`config.mk`:
```
export PLATFORM = sky130hd
export DESIGN_NAME = qw_beat_seq
export DESIGN_NICKNAME = d
export VERILOG_FILES = /design/src/rtl/qbs_pkg.sv /design/src/rtl/qbs_ctrl.sv /design/src/rtl/qbs_lane.sv /design/src/rtl/qw_beat_seq.sv
export SDC_FILE = /design/constraint.sdc
export NUM_CORES = 1
export LEC_CHECK = 0
export CORE_MARGIN = 4
export CORE_UTILIZATION = 30
export CTS_CLUSTER_SIZE = 16
export DETAILED_ROUTE_END_ITERATION = 8
export PLACE_DENSITY = 0.66
export SYNTH_ARGS = -nofsm -noshare
export SYNTH_HDL_FRONTEND = slang
export SYNTH_HIERARCHICAL = 1
export SYNTH_SLANG_ARGS = --single-unit
export TNS_END_PERCENT = 1
```
`constraint.sdc`:
```
create_clock -name clk_i -period 6.05 [get_ports clk_i]
set_input_delay 1.21 -clock clk_i [delete_from_list [all_inputs] [get_ports clk_i]]
set_output_delay 1.21 -clock clk_i [all_outputs]
set_load 0.03 [all_outputs]
```
`src/rtl/qbs_pkg.sv`:
```
package qbs_pkg;
  typedef enum logic [1:0] {
    OP_LQ  = 2'd0,
    OP_SQ  = 2'd1,
    OP_SD  = 2'd2,
    OP_BAD = 2'd3
  } op_e;

  typedef enum logic [1:0] {
    ST_IDLE = 2'd0,
    ST_REQ  = 2'd1,
    ST_WAIT = 2'd2
  } state_e;
endpackage

```
`src/rtl/qbs_ctrl.sv`:
```
module qbs_ctrl
  import qbs_pkg::*;
#(
  parameter int BEAT_W = 2
) (
  input  logic              clk_i,
  input  logic              rst_ni,
  input  logic              start_i,
  input  logic              op_ok_i,
  input  logic [BEAT_W-1:0] last_beat_i,
  input  logic              mem_ready_i,
  output state_e            state_o,
  output logic [BEAT_W-1:0] beat_o,
  output logic              accept_o,
  output logic              beat_done_o,
  output logic              final_o
);
  state_e state_q, state_d;
  logic [BEAT_W-1:0] beat_q;

  assign accept_o    = (state_q == ST_IDLE) && start_i && op_ok_i;
  assign beat_done_o = (state_q == ST_WAIT) && mem_ready_i;
  assign final_o     = beat_done_o && (beat_q == last_beat_i);

  always_comb begin
    state_d = state_q;
    unique case (state_q)
      ST_IDLE: if (accept_o) state_d = ST_REQ;
      ST_REQ:  state_d = ST_WAIT;
      ST_WAIT: if (beat_done_o) state_d = final_o ? ST_IDLE : ST_REQ;
      default: state_d = ST_IDLE;
    endcase
  end

  always_ff @(posedge clk_i or negedge rst_ni) begin
    if (!rst_ni) begin
      state_q <= ST_IDLE;
      beat_q  <= '0;
    end else begin
      state_q <= state_d;
      if (accept_o) beat_q <= '0;
      else if (beat_done_o && !final_o) beat_q <= beat_q + 1'b1;
    end
  end

  assign state_o = state_q;
  assign beat_o  = beat_q;
endmodule

```
`src/rtl/qbs_lane.sv`:
```
module qbs_lane #(
  parameter int LANES  = 4,
  parameter int ADDR_W = 32,
  parameter int WORD_W = 32,
  localparam int BEAT_W = $clog2(LANES),
  localparam int WIDE_W = LANES * WORD_W,
  localparam int BYTE_SH = $clog2(WORD_W / 8)
) (
  input  logic [ADDR_W-1:0] ea_i,
  input  logic [BEAT_W-1:0] beat_i,
  input  logic [WIDE_W-1:0] src_i,
  output logic [ADDR_W-1:0] addr_o,
  output logic [WORD_W-1:0] wdata_o
);
  logic [WORD_W-1:0] lane_w [LANES];

  // lane k occupies the k-th word from the bottom
  for (genvar k = 0; k < LANES; k++) begin : g_lane
    assign lane_w[k] = src_i[k*WORD_W +: WORD_W];
  end

  assign addr_o  = ea_i + (ADDR_W'(beat_i) << BYTE_SH);
  assign wdata_o = lane_w[beat_i];
endmodule

```
`src/rtl/qw_beat_seq.sv`:
```
module qw_beat_seq
  import qbs_pkg::*;
#(
  parameter int LANES  = 4,
  parameter int ADDR_W = 32,
  parameter int WORD_W = 32,
  parameter int IDX_W  = 5,
  localparam int BEAT_W = $clog2(LANES),
  localparam int WIDE_W = LANES * WORD_W
) (
  input  logic              clk_i,
  input  logic              rst_ni,
  input  logic              start_i,
  input  logic [1:0]        op_i,
  input  logic [ADDR_W-1:0] ea_i,
  input  logic [IDX_W-1:0]  idx_i,
  input  logic [WIDE_W-1:0] src_i,
  output logic              mem_req_o,
  output logic              mem_we_o,
  output logic [ADDR_W-1:0] mem_addr_o,
  output logic [WORD_W-1:0] mem_wdata_o,
  input  logic              mem_ready_i,
  input  logic [WORD_W-1:0] mem_rdata_i,
  output logic              busy_o,
  output logic              retire_o,
  output logic              wide_we_o,
  output logic [IDX_W-1:0]  wide_idx_o,
  output logic [BEAT_W-1:0] wide_lane_o,
  output logic [WORD_W-1:0] wide_data_o,
  output logic              scalar_we_o,
  output logic [WORD_W-1:0] scalar_data_o
);
  localparam logic [BEAT_W-1:0] LAST_QUAD = BEAT_W'(LANES - 1);
  localparam logic [BEAT_W-1:0] LAST_DBL  = BEAT_W'(LANES / 2 - 1);

  op_e               op_q;
  logic [ADDR_W-1:0] ea_q;
  logic [IDX_W-1:0]  idx_q;
  logic [WIDE_W-1:0] src_q;
  logic [WORD_W-1:0] lane0_q;

  state_e            state;
  logic [BEAT_W-1:0] beat;
  logic              accept, beat_done, final_beat, op_ok, is_load, wr_ok;
  logic [BEAT_W-1:0] last_beat;

  assign op_ok     = (op_i != OP_BAD);
  assign last_beat = (op_q == OP_SD) ? LAST_DBL : LAST_QUAD;
  assign is_load   = (op_q == OP_LQ);
  assign wr_ok     = is_load && (idx_q != '0);

  qbs_ctrl #(.BEAT_W(BEAT_W)) u_ctrl (
    .clk_i       (clk_i),
    .rst_ni      (rst_ni),
    .start_i     (start_i),
    .op_ok_i     (op_ok),
    .last_beat_i (last_beat),
    .mem_ready_i (mem_ready_i),
    .state_o     (state),
    .beat_o      (beat),
    .accept_o    (accept),
    .beat_done_o (beat_done),
    .final_o     (final_beat)
  );

  qbs_lane #(.LANES(LANES), .ADDR_W(ADDR_W), .WORD_W(WORD_W)) u_lane (
    .ea_i    (ea_q),
    .beat_i  (beat),
    .src_i   (src_q),
    .addr_o  (mem_addr_o),
    .wdata_o (mem_wdata_o)
  );

  always_ff @(posedge clk_i or negedge rst_ni) begin
    if (!rst_ni) begin
      op_q    <= OP_LQ;
      ea_q    <= '0;
      idx_q   <= '0;
      src_q   <= '0;
      lane0_q <= '0;
    end else begin
      if (accept) begin
        op_q  <= op_e'(op_i);
        ea_q  <= ea_i;
        idx_q <= idx_i;
        src_q <= src_i;
      end
      if (beat_done && beat == '0) lane0_q <= mem_rdata_i;
    end
  end

  assign mem_req_o     = (state == ST_REQ);
  assign mem_we_o      = (state != ST_IDLE) && !is_load;
  assign busy_o        = (state != ST_IDLE);
  assign retire_o      = final_beat;
  assign wide_we_o     = beat_done && wr_ok;
  assign wide_idx_o    = idx_q;
  assign wide_lane_o   = beat;
  assign wide_data_o   = mem_rdata_i;
  assign scalar_we_o   = final_beat && wr_ok;
  // a one-beat config would finish before lane 0 is registered
  assign scalar_data_o = (beat == '0) ? mem_rdata_i : lane0_q;
endmodule

```
Word level (Yosys, flattened, before mapping)
Cells that the tools add are included.
- output and inout bits: 141
- word-level logic and storage cells: 48
- flip-flop bits (word level): 203
- bitwise logic cells: 1
- $add $sub $neg: 2
- magnitude comparators: 1
- mux-type cells: 11
- equal/unequal tests: 7
- reduce and logical (&&, ||, !) cells: 19
- operators with widths (cell ; count):
    $mux 32 ; 3
    $bmux 32 s2 ; 1
    $add 32x4->32 ; 1
    $logic_and 1x1->1 ; 10
    $mux 2 ; 5
    $logic_not 2->1 ; 3
    $ne 2x2->1 const B ; 3
    $pmux 2 s3 ; 1
    $reduce_bool 5->1 ; 1
    $eq 2x2->1 const B ; 2
    $reduce_bool 2->1 ; 2
    $ge 3x3->1 const B ; 1
    $not 2->3 ; 1
    $add 2x1->2 const B ; 1
    $eq 2x1->1 const B ; 1
    $eq 2x2->1 ; 1
    $logic_not 1->1 ; 2
    $reduce_and 2->1 ; 1
    $mux 1 ; 1

Depth between registers and ports, before layout
Gate-level depths: netlist (run 1).
- depth after elaboration: 8
- gate-level depth with buffers: 7
- gate-level depth less buffers: 6

Hierarchy
The synthesis (run 1) kept the hierarchy.
- by module, submodules not included (module ; instances ; seq. area each (µm²) ; area each (µm²) ; cells an instance):
    qw_beat_seq ; 1 ; 4979.8 ; 8142.8 ; 500
    qbs_lane ; 1 ; 0.0 ; 1368.8 ; 119
    qbs_ctrl ; 1 ; 100.1 ; 236.5 ; 25

Least setup slack after synthesis (run 1)
No wires, ideal clock.
- kind: reg2out
- from: register u_ctrl.beat_q[0] (netlist: u_ctrl/beat_o[0])
- to: output port mem_addr_o[30]
- buffers on the path: 0
- data required time: 4840 ps
- cell stages (with the launch flop): 7
- arrival time: 2408 ps
- path slack: 2432 ps
- path through: dfrtp_1 > ha_1 > fa_1 > inv_1 > nor4_4 > nand4b_1 > xnor2_1
- longest elaborated chain between the ends: 1
- RTL lines (what ; RTL line ; RTL):
    from (decl) ; qbs_ctrl.sv:19 ; logic [BEAT_W-1:0] beat_q;
    from (signal assigned) ; qbs_ctrl.sv:42 ; else if (beat_done_o && !final_o) beat_q <= beat_q + 1'b1;
    $add 32x4->32 ; qbs_lane.sv:22 ; assign addr_o = ea_i + (ADDR_W'(beat_i) << BYTE_SH);
    to (decl) ; qw_beat_seq.sv:20 ; output logic [ADDR_W-1:0] mem_addr_o,
Every way passes these cells.

Worst setup path in the final report (run 1)
- from: register u_ctrl.beat_q[0] (netlist: u_ctrl/beat_o[0])
- to: output port mem_addr_o[28]
Same word-level chain as after synthesis.

==> results of run 1 <==
## stage by stage
stage	util	instances	setup slack, ns	total power [W]
finish	0.442	1404	1.35	0.00778
global route	0.442	1404	1.09	0.00825
CTS	0.442	1404	1.28	0.00793
detailed placement	0.418	1364	1.79	0.00645
global placement	0.418	1364	1.82	0.00639
floorplan	-	647	2.43	0.00503
## final cells by class
type                            count  area [µm²]
Fill cell                        2931       17700
Sequential cell                   203        5080
Multi-Input combinational cell    371        4140
Timing Repair Buffer              350        3510
Clock buffer                       35         672
Tap cell                          435         544
Clock inverter                      5        86.3
Inverter                            5        18.8
## flip-flops by register name, indices dropped and copies added (netlist names)
signal          cells
src_q             128
op_q                2
wide_idx_o          5
u_ctrl/state_o      2
lane0_q            32
ea_q               32
u_ctrl/beat_o       2
## cell usage in the layout, fill, tap and decap left out, types with 5 or more instances in the layout
cell type	instances
dfrtp_1	201
nand3_1	10
nand2_1	11
buf_4	5
and3_1	6
nor2_1	7
mux4_2	32
xnor2_1	26
clkdlybuf4s50_1	342
nand4_1	8
inv_1	5
mux2_2	228
clkbuf_1	8
clkbuf_16	24
## report_power, final
| part | switching (W) | internal (W) | leakage (nW) |
|---|---|---|---|
| sequential | 0.000462 | 0.00206 | 2.40 |
| clock | 0.000559 | 0.000850 | 0.370 |
| combinational | 0.00186 | 0.00200 | 2.76 |
| total | 0.00288 | 0.00490 | 5.53 |
## layer usage
metal / wire [µm] / global-route usage / part of all wire / vias up
li1: - / - / - / 2940
met5: 48 / 0 / 0.0019 / -
met4: 501 / 0.0271 / 0.019 / 8
met2: 12300 / 0.237 / 0.48 / 260
met1: 10000 / 0.167 / 0.39 / 3150
met3: 2920 / 0.0656 / 0.11 / 33
## logic make-up (layout without fill, tap and decap cells)
family	Yosys count	count (layout)	synth area share
AOI/OAI and AO/OA	8	8	0.00565
adders and majority gates	3	3	0.00462
other	1	4	0.000385
DFF	203	203	0.521
and+or+nand+nor	62	62	0.0431
xor gates and xnor gates	30	30	0.0270
buffers and inverters	73	395	0.0562
muxes	264	264	0.342
## worst min-delay path by stage
stage	endpoint	slack, ns	cells after the start
6_report	lane0_q[5]	0.49	1
4_1_cts	lane0_q[5]	0.49	1
5_1_grt	src_q[110]	0.51	1
2_1_floorplan	lane0_q[4]	0.45	1
3_5_place_dp	lane0_q[5]	0.48	1
3_3_place_gp	lane0_q[5]	0.47	1
## worst max-delay path: stages (launching register included)
cell	delay (ns)
dfrtp_4	0.68
ha_1	0.29
fa_1	0.24
inv_1	0.10
nor4_4	0.60
nand4_1	0.21
xnor2_1	0.17
clkdlybuf4s50_1	0.69
==> impl_metrics.json, run 1 <==
{
  "ys_async_sr_fraction": 1.00,
  "crit_fanout": 19,
  "hp-class": "reg2reg",
  "detail-route-antenna-nets": 0,
  "antenna_found_initial": 4,
  "post-route-min-period_ns": 4.70,
  "wl_per_cell_um": 18.3,
  "cts-hold-fix-buffers": 0,
  "peakVddDrop_mv": 0.298,
  "avgSynthCellArea_um2": 15.1,
  "tns_ns": 0,
  "cts_root_buf": "clkbuf_16",
  "power_leakage_nw": 5.53,
  "htree_levels": 1,
  "grt_pass1_wl_um": 40300,
  "status": "finished clean",
  "worstSetupPathType": "reg2out",
  "viasPerCell": 4.55,
  "yosys.area.top_type": "dfrtp_1",
  "synth_top_area_frac": 0.521,
  "start_util": 0.307,
  "core_area_um2": 31800,
  "fin_area_um2": 14100,
  "post-route-period-util": 0.777,
  "dieHeight_um": 188,
  "cts.path.max_buffers": 3,
  "ios": 344,
  "power_density_nw_per_um2": 554,
  "crit_path_start": "u_ctrl/beat_o[0]",
  "vias": 6391,
  "clkLatencyLatePin_ns": 0.52,
  "grt-ovfl-total": 0,
  "rsz0062_at_grt": "false",
  "yosys.cell_count.top_type": "mux2_2",
  "cts_sinks": 203,
  "grt_pass1_vias": 6891,
  "cts_tree": "done",
  "synth-seq-cells": 203,
  "drtPass1Iterations": 4,
  "worstMarginPinSlew_ns": 0.962,
  "place_area_um2": 13300,
  "grt_usage": 0.141,
  "end_kind": "primary output",
  "post-cts-setup-buffers": 0,
  "relSlewSlack": 0.359,
  "rr_endpoint": "lane0_q[27]",
  "reg2regPathDepth": 4,
  "skew_ns": 0.0143,
  "drc": 0,
  "clk_pin_slew_ns": 0.06,
  "synth_area_um2": 9750,
  "synthDistinctLibCells": 39,
  "antenna-diode-count": 0,
  "synth_cells": 644,
  "synthFlopType": "dfrtp_1",
  "whs_ns": 0.486,
  "wl_um": 25700,
  "cts_inserted_buffers": 24,
  "yosys_warnings": 6,
  "worstPathArrival_ns": 3.49,
  "slew_viol_final": 0,
  "worst_ep_required_time_ns": 4.84,
  "grt_max_degree": 112,
  "fmax_mhz": 213,
  "crit_end": "mem_addr_o[28]",
  "synth_area_leaders": "dfrtp_1 (52%), mux2_2 (26%), mux4_2 (7.4%), buf_4 (2.9%), xnor2_1 (2.3%)",
  "critPathLaunchType": "flip-flop",
  "rrSetupSlack_ns": 3.82,
  "rr_startpoint": "u_ctrl/beat_o[0]",
  "port-buffer-count": 343,
  "gp_congestion": 0.855,
  "dp_hpwl_um": 18400,
  "cts.repair.resized": 0,
  "drtIter0Drc": 199,
  "synthToLayoutAreaGrowth_pct": 44.2,
  "hold_viol": 0,
  "nets": 1161,
  "die_w_um": 188,
  "num_rows": 65,
  "hp-start": "lane0_q[5]",
  "synth_edf_count": 0,
  "ys_top_cells_by_count": "mux2_2 (228), dfrtp_1 (203), buf_4 (38)",
  "drive_gt1_frac": 0.321,
  "cap_violations": 0,
  "dieArea_um2": 35400,
  "setup_viol": 0,
  "ys_seq_area_frac": 0.521
}
Note: power is estimated with default switching activity, not from simulation.
==> run 2: changes to the inputs <==
--- a/config.mk
+++ b/config.mk
@@ -9,7 +9,7 @@
 export CORE_UTILIZATION = 30
 export CTS_CLUSTER_SIZE = 16
 export DETAILED_ROUTE_END_ITERATION = 8
-export PLACE_DENSITY = 0.66
+export PLACE_DENSITY = 0.68
 export SYNTH_ARGS = -nofsm -noshare
 export SYNTH_HDL_FRONTEND = slang
 export SYNTH_HIERARCHICAL = 1
==> constraint.sdc (replaced) <==
create_clock -name clk_i -period 3.75 [get_ports clk_i]
set_input_delay 0.75 -clock clk_i [delete_from_list [all_inputs] [get_ports clk_i]]
set_output_delay 0.75 -clock clk_i [all_outputs]
set_load 0.03 [all_outputs]
==> impl_metrics.json, run 2 (synthesized netlist as in run 1, its figures left out) <==
{
  "power_switching_w": 0.00471,
  "drc": 0,
  "cts_tree": "done",
  "switching_share": 0.369,
  "grt_max_degree": 88,
  "place_ws_ns": 0.423,
  "cap_violations": 0,
  "post-route-min-period_ns": 3.56,
  "vias": 6443,
  "die_w_um": 188,
  "hold_viol": 0,
  "start_util": 0.307,
  "setup_viol": 0,
  "post-route-util": 0.447,
  "ios": 344,
  "cp_cell_sequence": "ha_1 > fa_1 > inv_1 > nor2_1 > nand2_1 > xnor2_1 > clkdlybuf4s50_1",
  "crit_fanout": 3,
  "intPower_w": 0.00806,
  "cts.path.max_buffers": 3,
  "top_regs": "src_q: 128 flops, ea_q: 32 flops, lane0_q: 32 flops",
  "port-buffer-count": 343,
  "layout_setup_ws_ns": 0.188,
  "grt_pass1_vias": 6938,
  "clkLatencyLatePin_ns": 0.54,
  "clk_pin_slew_ns": 0.06,
  "cts_root_buf": "clkbuf_16",
  "fin_area_um2": 14200,
  "grt-ovfl-total": 0,
  "end_kind": "primary output",
  "fmax_mhz": 281,
  "detail-route-antenna-nets": 0,
  "dp_hpwl_um": 19100,
  "cts_inserted_buffers": 25,
  "drtPass1Iterations": 4,
  "cts-hold-fix-buffers": 0,
  "post-cts-setup-buffers": 0,
  "cts.repair.resized": 0,
  "seqPwrFrac": 0.314,
  "cts_sinks": 203,
  "drtIter0Drc": 123,
  "peakVddDrop_mv": 0.516,
  "power_leakage_nw": 5.65,
  "hp-class": "in2async",
  "drive_gt1_frac": 0.351,
  "post-route-period-util": 0.950,
  "viasPerCell": 4.54,
  "final_common_cell": "clkdlybuf4s50_1",
  "dieArea_um2": 35400,
  "htree_levels": 1,
  "largest_register": "src_q",
  "pwr-share-comb": 0.497,
  "synthToLayoutAreaGrowth_pct": 45.8,
  "worst_ep_required_time_ns": 3.00,
  "num_rows": 65,
  "p_clk_frac": 0.190,
  "power_density_nw_per_um2": 898,
  "cp_num_buf_inv": 2,
  "wl_per_cell_um": 18.3,
  "worstPathArrival_ns": 2.81,
  "fill_cells": 2874,
  "relSlewSlack": 0.574,
  "seqCellArea_um2": 5080,
  "layout_common_cells": "clkdlybuf4s50_1 (323), mux2_2 (228), dfrtp_1 (201)",
  "grt_usage": 0.141,
  "skew_ns": 0.0200,
  "rsz0062_at_grt": "false",
  "worstSetupPathType": "reg2out",
  "slew_viol_final": 0,
  "grt_pass1_wl_um": 40400,
  "tns_ns": 0,
  "critPathTopFamily": "buffers and inverters",
  "largest_reg_flops": 128,
  "worstMarginPinSlew_ns": 0.639,
  "place_area_um2": 13400,
  "critPathLaunchType": "flip-flop",
  "gp_congestion": 0.787,
  "nets": 1172,
  "dieHeight_um": 188,
  "status": "finished clean",
  "core_area_um2": 31800,
  "cp_slowest_cell": "clkdlybuf4s50_1",
  "wl_um": 26000,
  "antenna_found_initial": 5,
  "cp_slowest_stage_delay_ns": 0.70,
  "multi_input_area_um2": 4140
}
run 2: cell count changes in the layout (fill, tap and decap cells not counted):
cell and change:
buf_12 +4, buf_4 +25, clkbuf_16 +1, clkbuf_8 +3, clkdlybuf4s50_1 -19, clkinv_8 -1, clkinvlp_4 +1, diode_2 +1
inv_16 +1
run 2: layout make-up:
class | count | area share
multi-input cells | 371 | 0.291
clock inverters | 6 | 0.00687
flip-flops and latches | 203 | 0.358
repair buffers | 360 | 0.253
well taps | 435 | 0.0383
inverters | 5 | 0.00132
diodes | 1 | 0.000176
clock buffers | 39 | 0.0519
run 2: power by group through the flow:
stage	clock, W	combinational (W)	sequential, W
2_1_floorplan	0	0.00421	0.00391
3_3_place_gp	0	0.00635	0.00400
4_1_cts	0.00251	0.00645	0.00402
3_5_place_dp	0	0.00642	0.00405
5_1_grt	0.00260	0.00670	0.00418
6_report	0.00242	0.00634	0.00401
run 2: layer usage:
layer / track usage / share of wire
met5: 0 / 0.0021
met3: 0.0595 / 0.11
met1: 0.165 / 0.38
met2: 0.242 / 0.48
met4: 0.0342 / 0.023
run 2: final timing paths:
path,from,to,slack (ns),depth (start not counted)
worst max register to register,u_ctrl/state_o[0],lane0_q[18],1.81,5
max in group asynchronous,rst_ni,lane0_q[10],2.61,2
worst min-delay path,rst_ni,src_q[95],0.22,1
worst min register to register,lane0_q[5],lane0_q[5],0.49,1
min in group clk_i,lane0_q[5],lane0_q[5],0.49,1
worst max-delay path,u_ctrl/beat_o[0],mem_addr_o[12],0.19,7
run 2: through the flow:
step                hold slack (ns)  power, W  std cells
CTS                           0.233    0.0130       1419
global placement              0.465    0.0104       1374
detailed placement            0.476    0.0105       1374
floorplan                     0.454   0.00812        647
global route                  0.264    0.0135       1420
finish                        0.221    0.0128       1420
==> run 3: changes to the inputs <==
--- a/config.mk
+++ b/config.mk
@@ -5,7 +5,6 @@
 export SDC_FILE = /design/constraint.sdc
 export NUM_CORES = 1
 export LEC_CHECK = 0
-export CORE_MARGIN = 4
 export CORE_UTILIZATION = 30
 export CTS_CLUSTER_SIZE = 16
 export DETAILED_ROUTE_END_ITERATION = 8
@@ -14,4 +13,3 @@
 export SYNTH_HDL_FRONTEND = slang
 export SYNTH_HIERARCHICAL = 1
 export SYNTH_SLANG_ARGS = --single-unit
-export TNS_END_PERCENT = 1
==> impl_metrics.json, run 3 (synthesized netlist as in run 1, its figures left out) <==
{
  "vias": 6441,
  "tns_ns": 0,
  "drive_gt1_frac": 0.342,
  "slew_viol_final": 0,
  "critPathTopFamily": "buffers and inverters",
  "start_util": 0.307,
  "worstMarginPinSlew_ns": 0.710,
  "port-buffer-count": 343,
  "fill_cells": 2902,
  "cts-hold-fix-buffers": 0,
  "grt_max_degree": 77,
  "cp_num_buf_inv": 4,
  "drtIter0Drc": 179,
  "power_density_nw_per_um2": 902,
  "rsz0062_at_grt": "false",
  "fmax_mhz": 276,
  "end_kind": "primary output",
  "relSlewSlack": 0.524,
  "dieHeight_um": 182,
  "cp_slowest_stage_delay_ns": 0.68,
  "largest_reg_flops": 128,
  "status": "finished clean",
  "cp_cell_sequence": "ha_1 > fa_1 > inv_1 > nor4_4 > buf_4 > buf_4 > xor2_1 > clkdlybuf4s50_1",
  "cts_root_buf": "clkbuf_16",
  "power_w": 0.0129,
  "drtPass1Iterations": 4,
  "grt_usage": 0.151,
  "num_rows": 65,
  "cts_inserted_buffers": 25,
  "cts.path.max_buffers": 3,
  "post-route-min-period_ns": 3.62,
  "cts_sinks": 203,
  "cts_tree": "done",
  "grt_pass1_wl_um": 39400,
  "fin_area_um2": 14300,
  "top_regs": "src_q: 128 flops, ea_q: 32 flops, lane0_q: 32 flops",
  "die_w_um": 182,
  "grt-ovfl-total": 0,
  "cp_slowest_cell": "clkdlybuf4s50_1",
  "clkLatencyLatePin_ns": 0.51,
  "largest_register": "src_q",
  "wl_per_cell_um": 17.4,
  "drc": 0,
  "nets": 1173,
  "core_area_um2": 31800,
  "hold_viol": 0,
  "synthToLayoutAreaGrowth_pct": 46.7,
  "gp_congestion": 0.797,
  "viasPerCell": 4.53,
  "antenna_found_initial": 4,
  "hp-class": "in2async",
  "htree_levels": 1,
  "cap_violations": 0,
  "post-route-period-util": 0.965,
  "power_leakage_nw": 5.66,
  "peakVddDrop_mv": 0.589,
  "wl_um": 24700,
  "post-route-util": 0.450,
  "worstSetupPathType": "reg2out",
  "dp_hpwl_um": 17900,
  "detail-route-antenna-nets": 0,
  "layout_common_cells": "clkdlybuf4s50_1 (337), mux2_2 (228), dfrtp_1 (201)",
  "critPathLaunchType": "flip-flop",
  "dieArea_um2": 33200,
  "worst_ep_required_time_ns": 3.00,
  "crit_top_cell": "buf_4",
  "ios": 344,
  "final_common_cell": "clkdlybuf4s50_1",
  "place_area_um2": 13400,
  "grt_pass1_vias": 6874,
  "setup_viol": 0,
  "whs_ns": 0.251,
  "clk_pin_slew_ns": 0.06,
  "worstPathArrival_ns": 2.87,
  "crit_fanout": 8,
  "skew_ns": 0.00759
}
## run 3: changes by cell type in the layout (fill, tap and decap cells not counted), moves of 2 or more
cell             change
clkdlybuf4s50_1     +14
buf_4               -12
clkbuf_1             -4
bufinv_16            +3
buf_12               -2
clkbuf_8             -2
clkinv_2             +2
inv_6                +2
## run 3: final timing paths
kind | start | end | slack, ns | cells after the start
setup reg to reg | u_ctrl/state_o[1] | src_q[122] | 1.67 | 3
min in group clk_i | lane0_q[4] | lane0_q[4] | 0.49 | 1
hold reg to reg | lane0_q[4] | lane0_q[4] | 0.49 | 1
hold / removal | rst_ni | src_q[44] | 0.25 | 1
max in group asynchronous | rst_ni | lane0_q[5] | 2.72 | 2
setup / recovery | u_ctrl/beat_o[0] | mem_addr_o[14] | 0.13 | 8
## run 3: per-stage QoR
step,cells,setup slack [ns]
finish,1422,0.130
global placement,1371,0.414
global route,1421,0.00590
CTS,1417,0.0761
detailed placement,1371,0.387
floorplan,647,0.592
## run 3: cell type report
type	instances	area, µm²	area share
clock buffer	33	696	0.0487
antenna	1	2.50	0.000175
tap	435	544	0.0381
timing repair buffer	361	3610	0.253
multi-input combinational	371	4140	0.289
sequential	203	5080	0.356
inverter	5	18.8	0.00131
clock inverter	13	203	0.0142
## run 3: where the power goes
| group | internal, W | switching, W |
|---|---|---|
| sequential | 0.00332 | 0.000702 |
| clock | 0.00165 | 0.000948 |
| combinational | 0.00324 | 0.00303 |
## run 3: metal layers
metal | wire length [µm] | up-vias | track usage
met4 | 526 | 4 | 0.0350
met1 | 10100 | 3180 | 0.185
met5 | 28 | - | 0
met2 | 11700 | 248 | 0.250
li1 | - | 2968 | -
met3 | 2350 | 41 | 0.0585
## run 3: worst reg2reg max path: cells and delay by family (launching register included)
kind	cells	cell delay (ns)
and+or+nand+nor	1	0.64
buffers and inverters	1	0.49
DFF	1	0.45
muxes	1	0.40
## run 3: what timing repair did
action                                  in CTS  in global routing
endpoints found under the setup margin      22                 11
resized for setup                            1                  0
setup buffers                                0                  4
cloned                                       0                  0
pin swaps                                    2                  2
